File: config.mk
export PLATFORM = sky130hd
export DESIGN_NAME = spi_mem_slave
export DESIGN_NICKNAME = d
export VERILOG_FILES = /design/src/rtl/spi_mem_pkg.sv /design/src/rtl/spi_mem_sync.sv /design/src/rtl/spi_mem_prot.sv /design/src/rtl/spi_mem_array.sv /design/src/rtl/spi_mem_slave.sv
export SDC_FILE = /design/constraint.sdc
export NUM_CORES = 2
export LEC_CHECK = 0
export BUFFER_PORTS_ARGS = -buffer_cell sky130_fd_sc_hd__clkbuf_2
export CORE_ASPECT_RATIO = 0.5
export CORE_UTILIZATION = 30
export DETAILED_ROUTE_END_ITERATION = 16
export SLEW_MARGIN = 25
export SYNTH_ARGS = -nofsm -noshare
export SYNTH_HDL_FRONTEND = slang
export SYNTH_SLANG_ARGS = --single-unit
export TNS_END_PERCENT = 50
File: constraint.sdc
create_clock -name clk -period 7.7 [get_ports clk]
set_clock_uncertainty 0.1 [all_clocks]
set_input_delay 1.54 -clock clk [delete_from_list [all_inputs] [get_ports clk]]
set_output_delay 1.54 -clock clk [all_outputs]
set_load 0.05 [all_outputs]
File: src/rtl/spi_mem_pkg.sv
package spi_mem_pkg;
  typedef enum logic [2:0] {
    ST_CMD, ST_ADH, ST_ADL, ST_RD, ST_WR, ST_SRW, ST_RDSR, ST_SKIP
  } spi_st_e;

  localparam logic [7:0] OP_WREN = 8'h06;
  localparam logic [7:0] OP_WRDI = 8'h04;
  localparam logic [7:0] OP_RDSR = 8'h05;
  localparam logic [7:0] OP_WRSR = 8'h01;
  localparam logic [7:0] OP_READ = 8'h03;
  localparam logic [7:0] OP_WRIT = 8'h02;

  // level: block-protect code; top2: two most significant array address bits
  function automatic logic blk_guarded(input logic [1:0] level, input logic [1:0] top2);
    case (level)
      2'b00:   blk_guarded = 1'b0;
      2'b01:   blk_guarded = (top2 == 2'b11);
      2'b10:   blk_guarded = top2[1];
      default: blk_guarded = 1'b1;
    endcase
  endfunction
endpackage

File: src/rtl/spi_mem_sync.sv
module spi_mem_sync #(
  parameter int STAGES = 2
) (
  input  logic clk,
  input  logic rst_n,
  input  logic cs_n,
  input  logic sck,
  input  logic si,
  input  logic wp_n,
  output logic cs_s,
  output logic si_s,
  output logic wp_s,
  output logic sck_rise,
  output logic sck_fall,
  output logic cs_rise
);
  localparam int NSIG = 4;
  localparam logic [NSIG-1:0] RST_VAL = 4'b1001; // {cs_n, sck, si, wp_n}

  logic [STAGES-1:0][NSIG-1:0] pipe;
  logic sck_prev, cs_prev;

  always_ff @(posedge clk or negedge rst_n) begin
    if (!rst_n) pipe[0] <= RST_VAL;
    else        pipe[0] <= {cs_n, sck, si, wp_n};
  end

  for (genvar g = 1; g < STAGES; g++) begin : g_stage
    always_ff @(posedge clk or negedge rst_n) begin
      if (!rst_n) pipe[g] <= RST_VAL;
      else        pipe[g] <= pipe[g-1];
    end
  end

  always_ff @(posedge clk or negedge rst_n) begin
    if (!rst_n) begin
      sck_prev <= 1'b0;
      cs_prev  <= 1'b1;
    end else begin
      sck_prev <= pipe[STAGES-1][2];
      cs_prev  <= pipe[STAGES-1][3];
    end
  end

  assign cs_s     = pipe[STAGES-1][3];
  assign si_s     = pipe[STAGES-1][1];
  assign wp_s     = pipe[STAGES-1][0];
  assign sck_rise = pipe[STAGES-1][2] & ~sck_prev;
  assign sck_fall = ~pipe[STAGES-1][2] & sck_prev;
  assign cs_rise  = pipe[STAGES-1][3] & ~cs_prev;
endmodule

File: src/rtl/spi_mem_prot.sv
module spi_mem_prot
  import spi_mem_pkg::*;
(
  input  logic [1:0] level,
  input  logic [1:0] top2,
  input  logic       wpen,
  input  logic       wp_s,
  input  logic       wel,
  output logic       hw_lock,
  output logic       arr_ok,
  output logic       sr_ok
);
  assign hw_lock = wpen & ~wp_s;
  assign arr_ok  = wel & ~blk_guarded(level, top2);
  assign sr_ok   = wel & ~hw_lock;
endmodule

File: src/rtl/spi_mem_array.sv
module spi_mem_array #(
  parameter int ADDR_W = 8,
  parameter int DATA_W = 8
) (
  input  logic              clk,
  input  logic              rst_n,
  input  logic              we,
  input  logic [ADDR_W-1:0] waddr,
  input  logic [DATA_W-1:0] wdata,
  input  logic [ADDR_W-1:0] raddr,
  output logic [DATA_W-1:0] rdata
);
  localparam int DEPTH = 1 << ADDR_W;
  logic [DATA_W-1:0] mem [DEPTH];

  always_ff @(posedge clk or negedge rst_n) begin
    if (!rst_n) begin
      for (int i = 0; i < DEPTH; i++) mem[i] <= '0;
    end else if (we) begin
      mem[waddr] <= wdata;
    end
  end

  assign rdata = mem[raddr];
endmodule

File: src/rtl/spi_mem_slave.sv
module spi_mem_slave
  import spi_mem_pkg::*;
#(
  parameter int ADDR_W      = 8,
  parameter int BUSY_CYCLES = 40,
  parameter int SYNC_STAGES = 2
) (
  input  logic clk,
  input  logic rst_n,
  input  logic cs_n,
  input  logic sck,
  input  logic si,
  input  logic wp_n,
  output logic so
);
  localparam int BW = $clog2(BUSY_CYCLES + 1);
  localparam int MSB = ADDR_W - 1;

  logic cs_s, si_s, wp_s, sck_rise, sck_fall, cs_rise;
  spi_mem_sync #(.STAGES(SYNC_STAGES)) sync_i (
    .clk(clk), .rst_n(rst_n), .cs_n(cs_n), .sck(sck), .si(si), .wp_n(wp_n),
    .cs_s(cs_s), .si_s(si_s), .wp_s(wp_s),
    .sck_rise(sck_rise), .sck_fall(sck_fall), .cs_rise(cs_rise)
  );

  spi_st_e           state;
  logic [2:0]        bitcnt;
  logic [6:0]        rxsh;
  logic [7:0]        rx_byte, tx, addr_hi, pend_data, status, rdata;
  logic [ADDR_W-1:0] addr_q;
  logic              pend_v, pend_sr;
  logic              wel, wpen;
  logic [1:0]        bp;
  logic [BW-1:0]     busy_cnt;
  logic              busy, byte_done;
  logic              hw_lock, arr_ok, sr_ok, commit, mem_we;

  assign busy      = (busy_cnt != '0);
  assign rx_byte   = {rxsh, si_s};
  assign byte_done = sck_rise & ~cs_s & (bitcnt == 3'd7);
  assign status    = {wpen, 3'b000, bp, wel, busy};

  spi_mem_prot prot_i (
    .level(bp), .top2(addr_q[MSB:MSB-1]), .wpen(wpen), .wp_s(wp_s), .wel(wel),
    .hw_lock(hw_lock), .arr_ok(arr_ok), .sr_ok(sr_ok)
  );

  assign commit = cs_rise & pend_v & (bitcnt == 3'd0) & (pend_sr ? sr_ok : arr_ok);
  assign mem_we = commit & ~pend_sr;

  spi_mem_array #(.ADDR_W(ADDR_W), .DATA_W(8)) array_i (
    .clk(clk), .rst_n(rst_n), .we(mem_we), .waddr(addr_q), .wdata(pend_data),
    .raddr(addr_q), .rdata(rdata)
  );

  always_ff @(posedge clk or negedge rst_n) begin
    if (!rst_n) begin
      state     <= ST_CMD;
      bitcnt    <= '0;
      rxsh      <= '0;
      tx        <= '0;
      addr_hi   <= '0;
      addr_q    <= '0;
      pend_data <= '0;
      pend_v    <= 1'b0;
      pend_sr   <= 1'b0;
      wel       <= 1'b0;
      wpen      <= 1'b0;
      bp        <= '0;
      busy_cnt  <= '0;
    end else begin
      if (busy) begin
        busy_cnt <= busy_cnt - BW'(1);
        if (busy_cnt == BW'(1)) wel <= 1'b0;
      end
      if (cs_s) begin
        state  <= ST_CMD;
        bitcnt <= '0;
        pend_v <= 1'b0;
      end else begin
        if (sck_rise) begin
          bitcnt <= bitcnt + 3'd1;
          rxsh   <= {rxsh[5:0], si_s};
        end
        if (byte_done) begin
          case (state)
            ST_CMD: begin
              if (busy && rx_byte != OP_RDSR) state <= ST_SKIP;
              else begin
                case (rx_byte)
                  OP_WREN: begin wel <= 1'b1; state <= ST_SKIP; end
                  OP_WRDI: begin wel <= 1'b0; state <= ST_SKIP; end
                  OP_RDSR: state <= ST_RDSR;
                  OP_WRSR: state <= ST_SRW;
                  OP_READ: begin pend_sr <= 1'b0; state <= ST_ADH; end
                  OP_WRIT: begin pend_sr <= 1'b1; state <= ST_ADH; end
                  default: state <= ST_SKIP;
                endcase
              end
            end
            ST_ADH: begin addr_hi <= rx_byte; state <= ST_ADL; end
            ST_ADL: begin
              addr_q <= ADDR_W'({addr_hi, rx_byte});
              // pend_sr temporarily marks a write command during the address
              state  <= pend_sr ? ST_WR : ST_RD;
              pend_sr <= 1'b0;
            end
            ST_WR: begin
              pend_v    <= 1'b1;
              pend_sr   <= 1'b0;
              pend_data <= rx_byte;
            end
            ST_SRW: begin
              pend_v    <= 1'b1;
              pend_sr   <= 1'b1;
              pend_data <= rx_byte;
              state     <= ST_SKIP;
            end
            default: ;
          endcase
        end
        if (sck_fall && (state == ST_RD || state == ST_RDSR)) begin
          if (bitcnt == 3'd0) begin
            if (state == ST_RD) begin
              tx     <= rdata;
              addr_q <= addr_q + ADDR_W'(1);
            end else begin
              tx <= status;
            end
          end else begin
            tx <= {tx[6:0], 1'b0};
          end
        end
      end
      if (commit) begin
        busy_cnt <= BW'(BUSY_CYCLES);
        if (pend_sr) begin
          wpen <= pend_data[7];
          bp   <= pend_data[3:2];
        end
      end
    end
  end

  assign so = ~cs_s & (state == ST_RD || state == ST_RDSR) & tx[7];

  // Busy can only start from a write made with the latch set
  p_wel_needed_r3: assert property (@(posedge clk) disable iff (!rst_n)
    $rose(busy) |-> $past(wel));
  // Latch is clear once the busy period ends
  p_wel_drop_r9: assert property (@(posedge clk) disable iff (!rst_n)
    $fell(busy) |-> !wel);
  // Status bits frozen while busy
  p_sr_frozen_r8: assert property (@(posedge clk) disable iff (!rst_n)
    busy |=> $stable({wpen, bp}));
  // Hardware lock keeps protect-enable set and the level unchanged
  p_hw_lock_r6: assert property (@(posedge clk) disable iff (!rst_n)
    (wpen && !wp_s) |=> (wpen && $stable(bp)));
  // No array write lands in a guarded region
  p_guarded_r4: assert property (@(posedge clk) disable iff (!rst_n)
    mem_we |-> (bp != 2'b11) && !(bp == 2'b10 && addr_q[MSB])
               && !(bp == 2'b01 && addr_q[MSB] && addr_q[MSB-1]));
endmodule

==> results <==
- The slowest library cell on the worst path is o21ai_0.
- The worst setup path is of the reg -> reg kind.
- The global-route wire length before repair is 411000 µm.
- The category of cells accounting for the largest share of critical-path delay is compound AO/OA/AOI/OAI gates.
- The CTS buffer count is 217.
- A synthesized cell averages 15.6 µm².
- The period utilization is 58.1%.
- The critical path startpoint category is a flip-flop.
- For this run, the number of Yosys warnings is 0.
- The number of buffer and inverter stages on the critical path is 2.
- Per report_power, the sequential group accounts for 50.6% of the total.
- The effective utilization at floorplan is 30.3%.
- The die outline width is 803 µm.
- In this run the remaining antenna-violating nets after routing total 0.
- Synthesis handed over a netlist of 6163 instances.
- The total grt overflow is 0.
- The die height is 403 µm.
- With fillers left out, the area of the finished cells amounts to 108000 µm².
- CTS saw 2107 sinks.
- The synthesized netlist contains 76 unique library cells.
- The total number of placement rows is 146.
- The critical path goes through buf_4 > buf_4 > mux4_2 > a22o_1 > o21ai_0 > nand4_1 > o41ai_1 > nand3_1.
- The highest fanout seen on the critical path is 37.
- The run finished with clean final reports.
- Clock-pin slew was measured on the worst setup and hold paths at 70 ps.
- After synthesis, flip-flops and latches occupy 54.8% of the total area.
- After synthesis the netlist holds a flip-flop and latch count of 2107.
- The kind of capture point of the worst setup path is a flip-flop.
- The CTS tree is built.
- In the routed design, unresolved DRC markers number 0.
- The post-CTS setup-driven buffer insertion count is 0.
- The total length of routed met3 wires is 18900 µm.
- The post-synthesis to final-layout area growth is 12.4%.
- The peak per-stage delay on the critical path is 860 ps.
- The class of the tightest hold or removal check is reg -> reg.
- The hold-fix buffer count after cts is 0.
- After synthesis, the cell types taking the most area are dfrtp_1, mux2_2, mux4_2.
- The placed instance area is 101000 µm².
- Summed over all cells, the static leakage comes to 51.5 nW.
- The multi-input gate area in the final layout is 41500 µm².
- IR analysis of the VDD net gives a maximum drop of 0.172 mV.
- The routed design has 276000 µm of wire.
- The main flop type after synthesis is dfrtp_1.
- Entering global routing, the biggest net connects 195 pins.
- After routing, the total negative slack on setup checks comes to 0 ps.
- The final number of max-transition violations was 0.
- Combinational logic burns 1.3% of the power.
- After the last flow step, the layout net total stands at 6072.
- Wire segments on met2 add up to 122000 µm in the final route.
- The routed length per placed instance is 26.5 µm.
- The library cell with the largest summed area after synthesis is dfrtp_1.
- For this run, asynchronously set or reset flops after synthesis account for 100%.
- The share of cells above drive strength 1 is 43.9%.
- The die footprint is 323000 µm².
- Yosys instantiated no cell more often than dfrtp_1.
- The worst path in the final design needs a cycle of 4480 ps, including I/O delays and setup.
- The top cell type by area accounts for 54.6% of the synthesized area.
- Dividing the detail-routed via count by the number of cells gives 5.31.
- The cell at the root of the clock tree is clkbuf_16.
- The max capacitance violation total is 0.
- The met1 routed wirelength after detailed routing is 126000 µm.
- Setup repair after global routing left no endpoint under its margin.
- In this run, the number of DRC markers left after iteration 0 of detailed routing was 4548.
- The part of the power in the clock network is 48.1%.
- Cell internal power was estimated by the tool at 17.2 mW.
- The number of setup violations in the final report is 0.
- Static timing analysis puts the maximum clock frequency at 0.223 GHz.
- The hold violation count in the final report is 0.
- The switching part of the total is 21.7%.
- The clock reaches the later pin of the worst-skew pair after 890 ps.
- The boundary pin count is 7.
- The detailed-route via count is 55400.
- Counting stages on the worst path, the most repeated cell is buf_4.
- The data required time at the worst endpoint is 8360 ps.
- When the netlist entered floorplanning its net count stood at 6178.
- Headroom to the max-slew limit came out at 25.6%.
- In this run the power density over the cells is 203 nW/µm².
- The highest metal layer used by the detailed router is met4.
- The via count of the first global-routing pass was 56900.
- The maximum level of the CTS H-tree is 4.
- The deepest clock path buffer count is 4.
- The wire-length estimate of the detail-placed layout is 173000 µm.
- Yosys mapped a number of flops with a built-in enable equal to 0.
- The number of search-and-repair iterations in the first detailed-routing pass is 6.
- The last weighted congestion value of the routability-driven placer is 0.906.
- The number of antenna violations at the first check in global routing is 4.
- The count of filler cells inserted in the layout is 30500.
- Global routing used 16.9% of the available tracks across all layers.
- At the worst endpoint, the arrival time is 5130 ps.
- After floorplanning, the core was sized to cover 318000 µm².
- Input and output buffers added on the ports amount to 6.
- Across the whole layout, storage elements account for 52800 µm².
- The count of instances resized after the clock tree is built is 0.
- The commonest cells after synthesis are dfrtp_1, mux2_2, mux4_2.
- The area of the mapped netlist is 96300 µm².
- The transition time at the pin with the least slew margin is 1100 ps.
- The analysis attributes to net switching a power of 4.78 mW.
- The final hold slack is 253 ps.
power groups by stage:
stage | clock network, mW | registers (mW) | logic [mW]
5_1_grt | 11.2 | 11.1 | 0.327
4_1_cts | 10.8 | 11.1 | 0.294
2_1_floorplan | 0 | 11.3 | 0.0336
3_5_place_dp | 0 | 11.3 | 0.294
3_3_place_gp | 0 | 11.3 | 0.291
6_report | 10.6 | 11.1 | 0.280
path summary, 6_finish.rpt:
kind | from | endpoint | slack, ps | cells past startpoint
worst max register to register | addr_q[0] | tx[0] | 3220 | 8
worst min-delay path | sync_i.pipe[1] | sync_i.si_s | 250 | 0
min in group asynchronous | rst_n | array_i.mem[97] | 560 | 1
worst min register to register | sync_i.pipe[1] | sync_i.si_s | 250 | 0
max in group asynchronous | rst_n | array_i.mem[502] | 5220 | 3
worst max-delay path | addr_q[0] | tx[0] | 3220 | 8
layout make-up:
type	instances	area share (%)
clock buffer	323	5.89
multi-input combinational	3572	38.4
timing repair buffer	144	1.36
antenna	3	0.00694
inverter	15	0.0590
tap	4218	4.88
sequential	2107	48.8
clock inverter	55	0.630
cells by family after synthesis:
family / count (synthesis) / synth area share, %
flip-flops: 2107 / 54.8
buffers and inverters: 484 / 2.13
multiplexers: 2719 / 38.0
AND/OR/NAND/NOR: 555 / 2.90
adder cells (fa/ha/maj): 9 / 0.117
AO/OA/AOI/OAI: 284 / 2.07
XOR/XNOR: 5 / 0.0455
cell usage in the layout (no fill, tap or decap), types with 51 or more instances in the layout:
cell type and count:
mux2_1 481, nand2_1 274, clkbuf_8 54, buf_4 107, nand2_2 53, mux4_2 538, dfrtp_1 2089, mux2i_1 108
nor2_1 51, clkbuf_1 52, mux2_2 1592, clkbuf_16 217
sequential cells by signal, summed over array words and instances (netlist names), 2 cells and up:
name,count
array_i.mem,2048
addr_q,8
pend_data,8
tx,8
rxsh,7
busy_cnt,6
sync_i.pipe,5
bitcnt,3
state,3
bp,2
worst reg2reg max path, stage by stage (launching register included):
cell and delay, ps:
dfrtp_4 570, buf_4 450, buf_4 750, mux4_2 680, a22o_1 270, o21ai_0 860
nand4_1 190, o41ai_1 370, nand3_1 130
stage by stage:
stage          worst slack [ps]  cells  power (mW)  util [%]
5_1_grt                    2940  10400        22.7      34.0
3_3_place_gp               3260  10100        11.6      31.8
3_5_place_dp               3260  10100        11.6      31.8
6_report                   3220  10400        22.0      34.0
2_1_floorplan              4400   6163        11.3         -
4_1_cts                    3220  10400        22.2      34.0
metal layers:
layer | global-route usage [%] | up-vias
li1 | - | 22900
met1 | 24.6 | 30500
met2 | 25.5 | 1605
met3 | 3.44 | 475
met4 | 5.12 | 0
met5 | 0 | -
Note: power is estimated with default switching activity, not from simulation.
